File: src/rtl/bas_pkg.sv
`timescale 1ns/1ps
package bas_pkg;
   // width of one packed decimal digit
   localparam int unsigned NIB = 4;
   // largest legal decimal digit and the correction step
   localparam logic [3:0] DEC_MAX = 4'd9;
   localparam logic [3:0] DEC_ADJ = 4'd6;

   typedef struct packed {
      logic n;
      logic v;
      logic z;
      logic c;
   } bas_flags_t;
endpackage

File: src/rtl/bas_ripple_adder.sv
`timescale 1ns/1ps
module bas_ripple_adder #(
   parameter int unsigned WIDTH = 8
) (
   input  logic [WIDTH-1:0] opa,
   input  logic [WIDTH-1:0] opb,
   input  logic             cin,
   input  logic             sub,
   output logic [WIDTH-1:0] sum,
   output logic             cout,
   output logic             ovf
);
   if (WIDTH < 2) begin : g_width_bad
      $error("bas_ripple_adder: WIDTH must be at least 2");
   end

   logic [WIDTH:0]   cy;
   logic [WIDTH-1:0] opb_eff;

   // subtract is add of the one's complement; carry_in acts as not-borrow
   assign opb_eff = opb ^ {WIDTH{sub}};
   assign cy[0]   = cin;

   for (genvar i = 0; i < WIDTH; i++) begin : g_bit
      logic half;
      assign half      = opa[i] ^ opb_eff[i];
      assign sum[i]    = half ^ cy[i];
      assign cy[i+1]   = (opa[i] & opb_eff[i]) | (cy[i] & half);
   end

   assign cout = cy[WIDTH];
   assign ovf  = cy[WIDTH] ^ cy[WIDTH-1];

   always_comb begin
      if (!sub) begin

         add_sum_chk: assert ({cout, sum} ==
            ({1'b0, opa} + {1'b0, opb} + {{WIDTH{1'b0}}, cin}))
            else $error("ripple add disagrees with word add");
      end else begin

         sub_diff_chk: assert ((sum == (opa - opb - {{(WIDTH-1){1'b0}}, ~cin})) &&
            (cout == ({1'b0, opa} >= ({1'b0, opb} + {{WIDTH{1'b0}}, ~cin}))))
            else $error("ripple subtract disagrees with word subtract");
      end

      no_overflow_chk: assert (ovf ==
         ((opa[WIDTH-1] == (opb[WIDTH-1] ^ sub)) && (sum[WIDTH-1] != opa[WIDTH-1])))
         else $error("overflow does not follow sign rule");
   end
endmodule

File: src/rtl/bas_bcd_add.sv
`timescale 1ns/1ps
module bas_bcd_add #(
   parameter int unsigned DIGITS = 2,
   localparam int unsigned WIDTH = DIGITS * bas_pkg::NIB
) (
   input  logic [WIDTH-1:0] opa,
   input  logic [WIDTH-1:0] opb,
   input  logic             cin,
   output logic [WIDTH-1:0] res,
   output logic             cout,
   output logic             top_raw_b3
);
   import bas_pkg::*;

   if (DIGITS < 1) begin : g_digits_bad
      $error("bas_bcd_add: DIGITS must be at least 1");
   end

   // carry between digits, taken from the corrected digit
   logic [DIGITS:0] dc;
   assign dc[0] = cin;

   for (genvar i = 0; i < DIGITS; i++) begin : g_dig
      logic [4:0] raw;
      logic [5:0] adj;
      assign raw = {1'b0, opa[i*NIB +: NIB]} + {1'b0, opb[i*NIB +: NIB]} + {4'b0, dc[i]};
      assign adj = (raw > {1'b0, DEC_MAX}) ? ({1'b0, raw} + {2'b0, DEC_ADJ})
                                           : {1'b0, raw};
      assign dc[i+1]          = |adj[5:4];
      assign res[i*NIB +: NIB] = adj[3:0];
   end

   assign cout       = dc[DIGITS];
   // uncorrected top digit bit 3 feeds the negative and overflow flags
   assign top_raw_b3 = g_dig[DIGITS-1].raw[3];

   logic in_ok, out_ok;
   always_comb begin
      in_ok  = 1'b1;
      out_ok = 1'b1;
      for (int k = 0; k < DIGITS; k++) begin
         if (opa[k*NIB +: NIB] > DEC_MAX || opb[k*NIB +: NIB] > DEC_MAX) in_ok = 1'b0;
         if (res[k*NIB +: NIB] > DEC_MAX) out_ok = 1'b0;
      end

      add_digit_valid_chk: assert (!in_ok || out_ok)
         else $error("decimal add produced a non-decimal digit");
   end
endmodule

File: src/rtl/bas_bcd_sub.sv
`timescale 1ns/1ps
module bas_bcd_sub #(
   parameter int unsigned DIGITS = 2,
   localparam int unsigned WIDTH = DIGITS * bas_pkg::NIB
) (
   input  logic [WIDTH-1:0] opa,
   input  logic [WIDTH-1:0] opb,
   input  logic             cin,
   output logic [WIDTH-1:0] res,
   output logic             borrow_out
);
   import bas_pkg::*;

   if (DIGITS < 1) begin : g_digits_bad
      $error("bas_bcd_sub: DIGITS must be at least 1");
   end

   // borrow between digits comes from the sign of the raw digit difference
   logic [DIGITS:0] bw;
   assign bw[0] = ~cin;

   for (genvar i = 0; i < DIGITS; i++) begin : g_dig
      logic [4:0] raw;
      assign raw = {1'b0, opa[i*NIB +: NIB]} - {1'b0, opb[i*NIB +: NIB]} - {4'b0, bw[i]};
      assign bw[i+1] = raw[4];
      assign res[i*NIB +: NIB] = raw[4] ? (raw[3:0] - DEC_ADJ) : raw[3:0];
   end

   assign borrow_out = bw[DIGITS];

   logic in_ok, out_ok;
   always_comb begin
      in_ok  = 1'b1;
      out_ok = 1'b1;
      for (int k = 0; k < DIGITS; k++) begin
         if (opa[k*NIB +: NIB] > DEC_MAX || opb[k*NIB +: NIB] > DEC_MAX) in_ok = 1'b0;
         if (res[k*NIB +: NIB] > DEC_MAX) out_ok = 1'b0;
      end

      sub_digit_valid_chk: assert (!in_ok || out_ok)
         else $error("decimal subtract produced a non-decimal digit");
   end
endmodule

File: src/rtl/bcd_addsub_alu.sv
`timescale 1ns/1ps
module bcd_addsub_alu #(
   parameter int unsigned DIGITS = 2,
   parameter bit          BCD_EN = 1'b1,
   localparam int unsigned WIDTH = DIGITS * bas_pkg::NIB
) (
   input  logic [WIDTH-1:0] opa,
   input  logic [WIDTH-1:0] opb,
   input  logic             carry_in,
   input  logic             dec_mode,
   input  logic             sub_sel,
   output logic [WIDTH-1:0] result,
   output logic             flag_n,
   output logic             flag_v,
   output logic             flag_z,
   output logic             flag_c
);
   import bas_pkg::*;

   if (DIGITS < 1 || DIGITS > 8) begin : g_digits_bad
      $error("bcd_addsub_alu: DIGITS must be between 1 and 8");
   end

   logic [WIDTH-1:0] bin_sum;
   logic             bin_cout;
   logic             bin_ovf;
   bas_flags_t       flg;

   // binary path always runs: its flags serve binary mode and decimal subtract
   bas_ripple_adder #(.WIDTH(WIDTH)) u_bin (
      .opa (opa),
      .opb (opb),
      .cin (carry_in),
      .sub (sub_sel),
      .sum (bin_sum),
      .cout(bin_cout),
      .ovf (bin_ovf)
   );

   if (BCD_EN) begin : g_dec
      logic [WIDTH-1:0] add_res;
      logic [WIDTH-1:0] sub_res;
      logic             add_cout;
      logic             add_top_b3;
      logic             sub_borrow;

      bas_bcd_add #(.DIGITS(DIGITS)) u_dadd (
         .opa       (opa),
         .opb       (opb),
         .cin       (carry_in),
         .res       (add_res),
         .cout      (add_cout),
         .top_raw_b3(add_top_b3)
      );

      bas_bcd_sub #(.DIGITS(DIGITS)) u_dsub (
         .opa       (opa),
         .opb       (opb),
         .cin       (carry_in),
         .res       (sub_res),
         .borrow_out(sub_borrow)
      );

      always_comb begin
         result = bin_sum;
         flg.n  = bin_sum[WIDTH-1];
         flg.v  = bin_ovf;
         flg.z  = ~|bin_sum;
         flg.c  = bin_cout;
         if (dec_mode) begin
            if (sub_sel) begin
               result = sub_res;
            end else begin
               result = add_res;
               flg.n  = add_top_b3;
               flg.v  = (add_top_b3 ^ opa[WIDTH-1]) & ~(opa[WIDTH-1] ^ opb[WIDTH-1]);
               flg.c  = add_cout;
            end
         end
      end

      always_comb begin
         if (dec_mode && sub_sel) begin

            dec_borrow_chk: assert (sub_borrow == ~flag_c)
               else $error("decimal borrow chain disagrees with carry flag");
         end
      end
   end else begin : g_bin
      always_comb begin
         result = bin_sum;
         flg.n  = bin_sum[WIDTH-1];
         flg.v  = bin_ovf;
         flg.z  = ~|bin_sum;
         flg.c  = bin_cout;
      end
   end

   assign flag_n = flg.n;
   assign flag_v = flg.v;
   assign flag_z = flg.z;
   assign flag_c = flg.c;
endmodule

File: config.mk
export PLATFORM = sky130hd
export DESIGN_NAME = bcd_addsub_alu
export DESIGN_NICKNAME = d
export VERILOG_FILES = /design/src/rtl/bas_pkg.sv /design/src/rtl/bas_ripple_adder.sv /design/src/rtl/bas_bcd_add.sv /design/src/rtl/bas_bcd_sub.sv /design/src/rtl/bcd_addsub_alu.sv
export SDC_FILE = /design/constraint.sdc
export NUM_CORES = 1
export LEC_CHECK = 0
export BUFFER_PORTS_ARGS = -buffer_cell sky130_fd_sc_hd__buf_2
export CAP_MARGIN = 20
export CORE_AREA = 2 2 74 76
export DETAILED_ROUTE_END_ITERATION = 16
export DIE_AREA = 0 0 76 78
export SYNTH_ARGS = -nofsm -noshare
export SYNTH_HDL_FRONTEND = slang
export SYNTH_SLANG_ARGS = --single-unit
File: constraint.sdc
create_clock -name vclk -period 11.25
set_input_delay 1.125 -clock vclk [all_inputs]
set_output_delay 1.125 -clock vclk [all_outputs]
set_load 0.1 [all_outputs]
==> run_summary.xml <==
<?xml version="1.0" encoding="UTF-8"?>
<metrics>
  <group name="synthesis">
    <metric name="top_cell_type_s_share_of_synthesized_area" unit="">0.184</metric>
    <metric name="avgSynthCellArea" unit="um^2">8.48</metric>
    <metric name="ys_warn_count" unit="">0</metric>
    <metric name="synth_commonest_cells" unit="">inv_1 (32), ha_1 (22), fa_1 (16), nor2_1 (12), xnor2_1 (12)</metric>
    <metric name="synth_most_common_cell" unit="">inv_1</metric>
    <metric name="syn-num-nets" unit="">262</metric>
    <metric name="seq_area_frac_synth" unit="">0</metric>
    <metric name="library_cell_with_the_largest_summed_area_after_synthesis" unit="">fa_1</metric>
    <metric name="synthTopCellsByArea" unit="">fa_1 (18%), ha_1 (16%), inv_1 (6.9%)</metric>
    <metric name="post_synth_num_cell_types" unit="">59</metric>
    <metric name="synth_area" unit="um^2">1740</metric>
    <metric name="netlist_instances" unit="">205</metric>
  </group>
  <group name="timing">
    <metric name="finalSetupViolations" unit="">0</metric>
    <metric name="finalHoldWorstSlack" unit="ps">2890</metric>
    <metric name="final.min_clock_period" unit="ps">6710</metric>
    <metric name="worst-slew-pin-transition" unit="ps">545</metric>
    <metric name="slew_headroom" unit="">0.632</metric>
    <metric name="layout_worst_path_cycle_share" unit="">0.597</metric>
    <metric name="setup_total_negative_slack" unit="ps">0</metric>
    <metric name="max_freq" unit="MHz">149</metric>
    <metric name="final_hold_fails" unit="">0</metric>
    <metric name="final_max_slew_viol_count" unit="">0</metric>
    <metric name="rsz0062_at_grt" unit="">no</metric>
  </group>
  <group name="route">
    <metric name="route.detailed.vias_per_inst" unit="">5.03</metric>
    <metric name="drt_iter0_drc" unit="">53</metric>
    <metric name="routed-via-count" unit="">1519</metric>
    <metric name="drtPass1Iterations" unit="">4</metric>
    <metric name="drc" unit="">0</metric>
    <metric name="wl_per_cell" unit="um">13.3</metric>
    <metric name="ant_nets" unit="">0</metric>
    <metric name="drt-total-wl" unit="mm">4.03</metric>
  </group>
  <group name="critical_path">
    <metric name="arrival_time_at_the_worst_endpoint" unit="ps">5590</metric>
    <metric name="critPathCapture" unit="">result[7]</metric>
    <metric name="worst_setup_path_start_kind" unit="">input port</metric>
    <metric name="largest_fanout_of_any_net_on_the_critical_path" unit="">21</metric>
    <metric name="worstPathRequired" unit="ps">10130</metric>
    <metric name="worstSetupStartpoint" unit="">sub_sel</metric>
    <metric name="worstSetupPathType" unit="">input port to primary output</metric>
    <metric name="worstSetupEndpointType" unit="">primary output</metric>
  </group>
  <group name="run">
    <metric name="maxCapViolCount" unit="">0</metric>
  </group>
  <group name="power">
    <metric name="pwr_density_cell" unit="nW/um^2">132</metric>
    <metric name="power.leakage" unit="nW">0.908</metric>
    <metric name="ir_drop" unit="V">0.0000687</metric>
  </group>
  <group name="placed_design">
    <metric name="portBuffers" unit="">31</metric>
    <metric name="gpl.final_weighted_congestion" unit="">0.816</metric>
    <metric name="detailed_place_hpwl" unit="mm">3.54</metric>
  </group>
  <group name="global_routing">
    <metric name="grt_first_pass_wirelength" unit="mm">7.06</metric>
    <metric name="grt_overflow_total" unit="">0</metric>
    <metric name="globalRoute.busiestLayer" unit="">met2</metric>
    <metric name="grt.total_usage" unit="">0.141</metric>
    <metric name="grt_pass1_vias" unit="">1485</metric>
    <metric name="grt.met2_usage" unit="">0.249</metric>
    <metric name="met3_usage_grt" unit="">0.00349</metric>
    <metric name="maximum_number_of_pins_on_one_net_before_global_route_repair" unit="">22</metric>
    <metric name="initial_antenna_violation_count" unit="">0</metric>
    <metric name="use_met1" unit="">0.205</metric>
  </group>
  <group name="final_layout">
    <metric name="flops_and_latches" unit="">0</metric>
    <metric name="clock_buffer_count" unit="">0</metric>
    <metric name="area_taken_by_flip_flops_and_latches" unit="um^2">0</metric>
    <metric name="fin_nets" unit="">291</metric>
    <metric name="area_grow_syn2layout" unit="%">13.0</metric>
    <metric name="final_layout_size_suffix_gt1_frac" unit="">0.198</metric>
    <metric name="n_antenna_cell" unit="">0</metric>
    <metric name="final.fill_count" unit="">517</metric>
  </group>
  <group name="floorplan">
    <metric name="floorplan.io_pins" unit="">31</metric>
    <metric name="height_of_the_die" unit="um">78</metric>
    <metric name="initial_core_util" unit="">0.345</metric>
    <metric name="design.core.area" unit="um^2">5040</metric>
    <metric name="die_width" unit="um">76</metric>
    <metric name="die_area" unit="um^2">5930</metric>
    <metric name="fp-row-count" unit="">26</metric>
  </group>
  <group name="clocking">
    <metric name="post_cts.repair.setup_buffers" unit="">0</metric>
    <metric name="holdBufCountCts" unit="">0</metric>
    <metric name="postCtsResizedCells" unit="">0</metric>
  </group>
  <group name="outcome">
    <metric name="outcome" unit="">finished, final reports clean</metric>
  </group>
  <group name="min_path">
    <metric name="min-delay-path-class" unit="">input port to primary output</metric>
  </group>
</metrics>
logic make-up after synthesis:
group | after synthesis | share of synthesized area
compound gates | 54 | 0.253
simple gates | 51 | 0.166
fa+ha+maj | 38 | 0.343
buf+inv | 36 | 0.0792
xor+xnor | 22 | 0.136
mux | 4 | 0.0230
report_power, final:
group / switching (mW) / internal (mW) / leakage (nW)
clock network: 0 / 0 / 0
logic: 0.178 / 0.0812 / 0.908
registers: 0 / 0 / 0
critical path, stage by stage:
cell and delay [ps]:
buf_2 390, xor2_1 230, fa_1 240, fa_1 170, inv_1 50, fa_1 380, fa_1 400, fa_1 400
fa_1 390, fa_1 450, fa_1 560, a221oi_2 310, buf_2 470
per-stage QoR:
step	cells	instance area, um^2	total power, mW	setup WS [ps]	util
after floorplan	205	1740	0.215	3260	-
after global placement	302	1960	0.259	4530	0.389
after detailed placement	302	1960	0.259	4550	0.389
after CTS	302	1960	0.260	4550	0.389
after global routing	302	1960	0.281	4330	0.389
final	302	1960	0.259	4540	0.389
placed cells by master, fill, tap and decap left out, types with 2 or more instances in the layout:
cell,synthesis,routed
nor3_1,4,4
o21ai_0,8,8
a21o_1,2,2
o311ai_0,2,2
a21oi_1,10,10
o31ai_1,2,2
nand2b_1,8,8
buf_2,2,31
o32a_1,2,2
and2_1,4,4
mux2i_1,4,4
nor2b_1,5,5
or3_1,2,2
and3b_1,2,2
xnor2_1,12,12
nand2_1,2,2
fa_1,16,16
inv_1,32,32
nand4b_1,2,2
ha_1,22,22
nand3_1,4,4
xor2_1,6,6
nor2_1,12,12
a211o_1,4,4
final cells by class:
type	instances	area (um^2)	share of cell area
Tap cell	70	87.6	0.0446
Timing Repair Buffer	31	155	0.0790
Inverter	32	120	0.0612
Multi-Input combinational cell	169	1600	0.815
worst min-delay path by stage:
stage          slack (ps)   endpoint  cells past startpoint  startpoint
3_3_place_gp         2900  result[1]                      3    dec_mode
4_1_cts              2900  result[1]                      3    dec_mode
6_report             2890  result[1]                      3    dec_mode
2_1_floorplan        2720  result[3]                      1    dec_mode
3_5_place_dp         2900  result[1]                      3    dec_mode
5_1_grt              2940  result[1]                      3    dec_mode
per-layer routing:
layer / up-vias / wire, um
met5: - / 0
met4: 0 / 0
met3: 0 / 71
met2: 20 / 1940
met1: 721 / 2020
li1: 778 / -
(Power assumes the default switching activity.)
